--- src/rtl/npc_pkg.sv ---
package npc_pkg;

  localparam logic [3:0] OPC_SKIP = 4'b0011;
  localparam logic [3:0] OPC_JUMP = 4'b0100;
  localparam logic [3:0] OPC_CALL = 4'b1100;
  localparam logic [3:0] OPC_RET  = 4'b1101;
  localparam logic [3:0] OPC_HALT = 4'b1111;

  localparam logic [3:0] MODE_NE = 4'h0;
  localparam logic [3:0] MODE_LE = 4'h1;

  typedef enum logic [2:0] {
    SEL_HOLD  = 3'd0,
    SEL_SEQ   = 3'd1,
    SEL_SKIP2 = 3'd2,
    SEL_ABS   = 3'd3,
    SEL_REGA  = 3'd4,
    SEL_LINK  = 3'd5
  } tgt_sel_e;

  typedef struct packed {
    tgt_sel_e sel;      // source of the next fetch address
    logic     bufLoad;  // decode buffer captures this edge
    logic     squash;   // buffer captures the no-operation word
    logic     flush;    // redirect strobe
  } npc_ctl_t;

endpackage

--- src/rtl/npc_datapath.sv ---
module npc_datapath
  import npc_pkg::*;
#(
  parameter int XLEN  = 32,
  parameter int JMP_W = 24
) (
  input  logic            clk,
  input  logic            rstN,
  input  npc_ctl_t        ctl,
  input  logic [XLEN-1:0] fetchInstr,
  input  logic [XLEN-1:0] opA,
  input  logic [XLEN-1:0] opB,
  input  logic [XLEN-1:0] raVal,
  output logic [XLEN-1:0] pcQ,
  output logic [XLEN-1:0] bufInstr,
  output logic [XLEN-1:0] bufPc,
  output logic [XLEN-1:0] nextPc,
  output logic [XLEN-1:0] linkValue,
  output logic [3:0]      opcode,
  output logic [3:0]      mode,
  output logic            neFlag,
  output logic            leFlag
);

  localparam int OPC_HI  = XLEN - 1;
  localparam int MODE_HI = XLEN - 5;
  localparam logic [XLEN-1:0] ONE = XLEN'(1);
  localparam logic [XLEN-1:0] TWO = XLEN'(2);

  // Field extraction from the decode buffer
  assign opcode = bufInstr[OPC_HI -: 4];
  assign mode   = bufInstr[MODE_HI -: 4];

  // Operand comparison for the skip test
  assign neFlag = (opA != opB);
  assign leFlag = ($signed(opA) <= $signed(opB));

  assign linkValue = bufPc + ONE;

  // Next fetch address selection
  always_comb begin
    case (ctl.sel)
      SEL_HOLD:  nextPc = pcQ;
      SEL_SEQ:   nextPc = pcQ + ONE;
      SEL_SKIP2: nextPc = bufPc + TWO;
      SEL_ABS:   nextPc = XLEN'(bufInstr[JMP_W-1:0]);
      SEL_REGA:  nextPc = opA;
      SEL_LINK:  nextPc = raVal;
      default:   nextPc = pcQ;
    endcase
  end

  always_ff @(posedge clk or negedge rstN) begin
    if (!rstN) begin
      pcQ      <= '0;
      bufInstr <= '0;
      bufPc    <= '0;
    end else begin
      pcQ <= nextPc;
      if (ctl.bufLoad) begin
        bufInstr <= ctl.squash ? '0 : fetchInstr;
        bufPc    <= pcQ;
      end
    end
  end

  // a held control word leaves address and buffer untouched
  p_hold_pc_r9: assert property (@(posedge clk) disable iff (!rstN)
    (ctl.sel == SEL_HOLD && !ctl.bufLoad) |=>
      (pcQ == $past(pcQ) && bufInstr == $past(bufInstr) && bufPc == $past(bufPc)));

  // a squashing load always leaves a no-operation word in decode
  p_squash_noop_r8: assert property (@(posedge clk) disable iff (!rstN)
    (ctl.bufLoad && ctl.squash) |=> (bufInstr == '0));

  // a taken skip lands two words past its own address
  p_skip_dist_r3: assert property (@(posedge clk) disable iff (!rstN)
    (ctl.sel == SEL_SKIP2) |=> (pcQ == $past(bufPc) + TWO));

  // sequential flow advances by exactly one word
  p_seq_step_r2: assert property (@(posedge clk) disable iff (!rstN)
    (ctl.sel == SEL_SEQ) |=> (pcQ == $past(pcQ) + ONE));

  // a non-squashing load records the address it was fetched from
  p_buf_addr_r2: assert property (@(posedge clk) disable iff (!rstN)
    (ctl.bufLoad && !ctl.squash) |=> (bufPc == $past(pcQ)));

endmodule

--- src/rtl/npc_control.sv ---
module npc_control
  import npc_pkg::*;
(
  input  logic     clk,
  input  logic     rstN,
  input  logic     stall,
  input  logic [3:0] opcode,
  input  logic [3:0] mode,
  input  logic     neFlag,
  input  logic     leFlag,
  output npc_ctl_t ctl,
  output logic     halted
);

  logic haltQ;
  logic haltSet;
  logic skipTaken;

  always_comb begin
    case (mode)
      MODE_NE: skipTaken = neFlag;
      MODE_LE: skipTaken = leFlag;
      default: skipTaken = 1'b0;
    endcase
  end

  always_comb begin
    ctl     = '{sel: SEL_SEQ, bufLoad: 1'b1, squash: 1'b0, flush: 1'b0};
    haltSet = 1'b0;
    if (stall) begin
      ctl = '{sel: SEL_HOLD, bufLoad: 1'b0, squash: 1'b0, flush: 1'b0};
    end else if (haltQ) begin
      ctl = '{sel: SEL_HOLD, bufLoad: 1'b1, squash: 1'b1, flush: 1'b0};
    end else begin
      case (opcode)
        OPC_SKIP: begin
          if (skipTaken) begin
            ctl = '{sel: SEL_SKIP2, bufLoad: 1'b1, squash: 1'b1, flush: 1'b1};
          end
        end
        OPC_JUMP: ctl = '{sel: SEL_ABS,  bufLoad: 1'b1, squash: 1'b1, flush: 1'b1};
        OPC_CALL: ctl = '{sel: SEL_REGA, bufLoad: 1'b1, squash: 1'b1, flush: 1'b1};
        OPC_RET:  ctl = '{sel: SEL_LINK, bufLoad: 1'b1, squash: 1'b1, flush: 1'b1};
        OPC_HALT: begin
          ctl     = '{sel: SEL_HOLD, bufLoad: 1'b1, squash: 1'b1, flush: 1'b0};
          haltSet = 1'b1;
        end
        default: ;
      endcase
    end
  end

  always_ff @(posedge clk or negedge rstN) begin
    if (!rstN) haltQ <= 1'b0;
    else if (haltSet) haltQ <= 1'b1;
  end

  assign halted = haltQ;

  // no redirect strobe while the pipeline is frozen
  p_no_flush_stall_r9: assert property (@(posedge clk) disable iff (!rstN)
    stall |-> !ctl.flush);

  // halt is sticky until reset
  p_halt_sticky_r10: assert property (@(posedge clk) disable iff (!rstN)
    haltQ |=> haltQ);

  // undefined skip modes never redirect
  p_bad_mode_r4: assert property (@(posedge clk) disable iff (!rstN)
    (opcode == OPC_SKIP && mode != MODE_NE && mode != MODE_LE) |-> !ctl.flush);

  // the strobe comes only from a control-flow word
  p_flush_src_r8: assert property (@(posedge clk) disable iff (!rstN)
    ctl.flush |-> (opcode == OPC_SKIP || opcode == OPC_JUMP ||
                   opcode == OPC_CALL || opcode == OPC_RET));

endmodule

--- src/rtl/fetch_redirect_unit.sv ---
module fetch_redirect_unit
  import npc_pkg::*;
#(
  parameter int XLEN  = 32,
  parameter int JMP_W = 24
) (
  input  logic            clk,
  input  logic            rstN,
  input  logic            stall,
  input  logic [XLEN-1:0] fetchInstr,
  input  logic [XLEN-1:0] opA,
  input  logic [XLEN-1:0] opB,
  input  logic [XLEN-1:0] raVal,
  output logic [XLEN-1:0] pc,
  output logic [XLEN-1:0] decInstr,
  output logic [XLEN-1:0] decPc,
  output logic [XLEN-1:0] nextPc,
  output logic            flush,
  output logic            halted,
  output logic [XLEN-1:0] linkValue
);

  npc_ctl_t   ctl;
  logic [3:0] opcode;
  logic [3:0] mode;
  logic       neFlag;
  logic       leFlag;

  npc_control ctrl_i (
    .clk    (clk),
    .rstN   (rstN),
    .stall  (stall),
    .opcode (opcode),
    .mode   (mode),
    .neFlag (neFlag),
    .leFlag (leFlag),
    .ctl    (ctl),
    .halted (halted)
  );

  npc_datapath #(.XLEN(XLEN), .JMP_W(JMP_W)) dp_i (
    .clk        (clk),
    .rstN       (rstN),
    .ctl        (ctl),
    .fetchInstr (fetchInstr),
    .opA        (opA),
    .opB        (opB),
    .raVal      (raVal),
    .pcQ        (pc),
    .bufInstr   (decInstr),
    .bufPc      (decPc),
    .nextPc     (nextPc),
    .linkValue  (linkValue),
    .opcode     (opcode),
    .mode       (mode),
    .neFlag     (neFlag),
    .leFlag     (leFlag)
  );

  assign flush = ctl.flush;

  // once halted, the fetch address never moves
  p_halt_hold_r10: assert property (@(posedge clk) disable iff (!rstN)
    (halted && $past(halted)) |-> (pc == $past(pc)));

endmodule

--- config.mk ---
export PLATFORM = sky130hd
export DESIGN_NAME = fetch_redirect_unit
export DESIGN_NICKNAME = d
export VERILOG_FILES = /design/src/rtl/npc_pkg.sv /design/src/rtl/npc_datapath.sv /design/src/rtl/npc_control.sv /design/src/rtl/fetch_redirect_unit.sv
export SDC_FILE = /design/constraint.sdc
export NUM_CORES = 1
export LEC_CHECK = 0
export ABC_CLOCK_PERIOD_IN_PS = 9600
export BUFFER_PORTS_ARGS = -buffer_cell sky130_fd_sc_hd__buf_4
export CAP_MARGIN = 20
export CORE_UTILIZATION = 40
export DETAILED_ROUTE_END_ITERATION = 16
export GPL_ROUTABILITY_DRIVEN = 1
export PLACE_DENSITY = 0.68
export SLEW_MARGIN = 20
export SYNTH_ARGS = -nofsm -noshare
export SYNTH_HDL_FRONTEND = slang
export SYNTH_SLANG_ARGS = --single-unit
--- constraint.sdc ---
create_clock -name clk -period 9.6 [get_ports clk]
set_input_delay 1.92 -clock clk [delete_from_list [all_inputs] [get_ports clk]]
set_output_delay 1.92 -clock clk [all_outputs]
set_load 0.1 [all_outputs]
==> metrics.cfg <==
[sta]
rsz0062_at_grt=false
setup_violations=0
slew_headroom_pct=40.72
slew_violations=0
fin_skew_ns=0.01095
fin_tns_setup_ns=0
fin_crit_ns=7.217
fmax_ghz=0.1386
worst_slack_ns=2.383
worst_pin_slew_ns=0.8892
whs_ns=0.5292
period_share_pct=75.17
finalHoldViolCount=0

[hold_path]
hp-class=flip-flop to flip-flop

[synth]
synthArstFlopShare_pct=100.0
synth_top_area_cell=dfrtp_1
netlist.area_leader.share_pct=34.28
yosysMostFrequentCell=dfrtp_1
synth_mux_area_share_pct=9.293
avgSynthCellArea_um2=9.033
ys.flop_type=dfrtp_1
synth_cells=784
seq_area_frac_synth_pct=34.28
ys_ff_latch=97
synth_compound_area_share_pct=18.92
synth-simple-area-share_pct=18.71
yosys.area_share.adder_pct=6.184
synth_edf_count=0
ys_warn_count=0
netlist_area_mm2=0.007082
synthTopCellsByCount=dfrtp_1, nand2_1, nor2_1
synth_top_family_by_area=compound AO/OA/AOI/OAI gates
ys_types=64
synthXorXnorAreaFrac_pct=7.420
syn_nets=950
synth.area.top_cells=dfrtp_1, ha_1, mux2_2

[die]
ios=293
dieWidth_um=135.1
core-area_mm2=0.01730
dieHeight_um=135.1
die_area_mm2=0.01824
initial_utilization_pct=40.94
rows=48

[clock_network]
clockBufferDepth=2
clk_pin_slew_worst_paths_ns=0.06
ctsResizeCount=0
insertion_delay_ns=0.35
hold_buffers=0
cts_root_buf=clkbuf_16
cts_buffers=9
cts_num_sinks=97
cts_tree=built
htree_num_levels=3
postCtsSetupBuffers=0

[final_layout]
syn_to_final_growth_pct=36.43
multiInputGateArea_mm2=0.004298
regArea_mm2=0.002429
final_util_pct=55.86
fin_nets=1209
antenna_cells=0
fillers=1661
drive_above_1_share_pct=34.96

[routing]
drt-initial-drc-count=543
dr.pass1.iters=5
num_vias=7249
vias_per_cell=5.699
postRouteAntennaNets=0
wl_um=26290
wl_per_cell_um=20.66
drc_errors=0

[power]
p_sw_uw=265.2
p_int_uw=660.6
combinationalPowerShare_pct=16.8
leakagePower_uw=0.004819
seqPwrFrac_pct=45.1
vdd_ir_drop_max_v=0.00007752
netSwitchingFraction_pct=28.64
clkPwrFrac_pct=38.1
power_density_mw_per_mm2=95.82

[critical_path]
crit_start=opB[15]
rr_worst_depth=7
worstPathArrival_ns=5.30
rr_endpoint=dp_i.pcQ[10]
end_kind=output port
worstSetupStartpointType=input pin
reg2reg_slack_ns=6.45
critPathMaxFanout=42
crit_path_end=nextPc[10]
cp_data_required_time_ns=7.68
r2r_start=dp_i.bufInstr[30]
worst-setup-path-type=input pin to output port

[placed_design]
place_hpwl_um=20290
globalplace.congestion=0.8645
place_ws_ns=2.311
io_buffers=292

[global_route]
grt_pass1_vias=6877
grt_use_total_pct=28.83
grt_pass1_wl_um=39620
grt_max_degree=70
antenna_found_initial=0
grt-ovfl-total=0

[job]
cap_violations=0

[run_status]
outcome=complete, no violations

-- worst min path at each step --
stage / slack (ns) / cells after the start / endpoint / startpoint
after floorplan: 0.99 / 2 / ctrl_i.halted / ctrl_i.halted
after global placement: 0.51 / 2 / ctrl_i.halted / ctrl_i.halted
after detailed placement: 0.51 / 2 / ctrl_i.halted / ctrl_i.halted
after CTS: 0.53 / 2 / ctrl_i.halted / ctrl_i.halted
after global routing: 0.56 / 1 / dp_i.bufInstr[3] / dp_i.bufInstr[3]
final: 0.53 / 2 / ctrl_i.halted / ctrl_i.halted
-- power by group through the flow --
stage	clock network, uW	logic (uW)	registers, uW
final	353	156	417
after global routing	370	167	418
after CTS	358	157	417
after detailed placement	0	156	425
after global placement	0	155	425
after floorplan	0	65.8	440
-- registers in the layout, indices dropped and copies added, names as in the netlist --
name and flops:
dp_i.bufInstr 32, dp_i.pcQ 32, dp_i.bufPc 32, ctrl_i.halted 1
-- placed cells by master (no fill, tap or decap), types with 26 or more instances in the layout --
cell,netlist,layout
nand3_1,27,27
nor2_1,49,49
dfrtp_1,97,96
o21ai_0,27,27
mux2_2,30,30
a211o_1,26,26
xnor2_1,38,38
ha_1,35,35
o22ai_1,26,26
inv_1,40,40
mux2i_1,32,32
a21oi_1,43,42
nand2_1,62,62
a22o_1,33,33
buf_4,1,297
-- per-layer routing --
| metal | global-route usage [%] | share of wire (%) |
|---|---|---|
| met2 | 46.42 | 47 |
| met5 | 0 | 0 |
| met4 | 10.74 | 2.8 |
| met3 | 5.968 | 8.4 |
| met1 | 38.04 | 42 |
-- worst max-delay path, cell delays in order --
cell      delay (ns)
buf_4           0.08
inv_1           0.04
ha_1            0.32
nand4_2         0.20
nor4_1          0.49
nand3b_1        0.27
and4_1          0.29
o31ai_2         0.09
a21o_2          0.73
o21ai_0         0.23
a211o_1         0.36
buf_4           0.24
-- layout make-up --
| class | count | share of cell area, % |
|---|---|---|
| flip-flops and latches | 97 | 25.14 |
| clock buffers | 12 | 2.655 |
| clock inverters | 3 | 0.1813 |
| multi-input cells | 598 | 44.48 |
| inverters | 40 | 1.554 |
| well taps | 225 | 2.914 |
| repair buffers | 297 | 23.08 |
-- logic make-up (layout without fill, tap and decap cells) --
logic type | after synthesis | count (layout)
mux | 62 | 62
simple gates | 252 | 252
xor+xnor | 60 | 60
flops | 97 | 97
fa+ha+maj | 35 | 35
buf+inv | 89 | 352
compound gates | 189 | 189
-- metrics by stage --
step	power (uW)	area [um^2]	instances
floorplan	506.1	7082	784
global placement	580.5	9388	1257
detailed placement	581.7	9388	1257
CTS	931.9	9662	1272
global route	955.5	9662	1272
finish	925.8	9662	1272
Power figures use the tool's default switching activity.
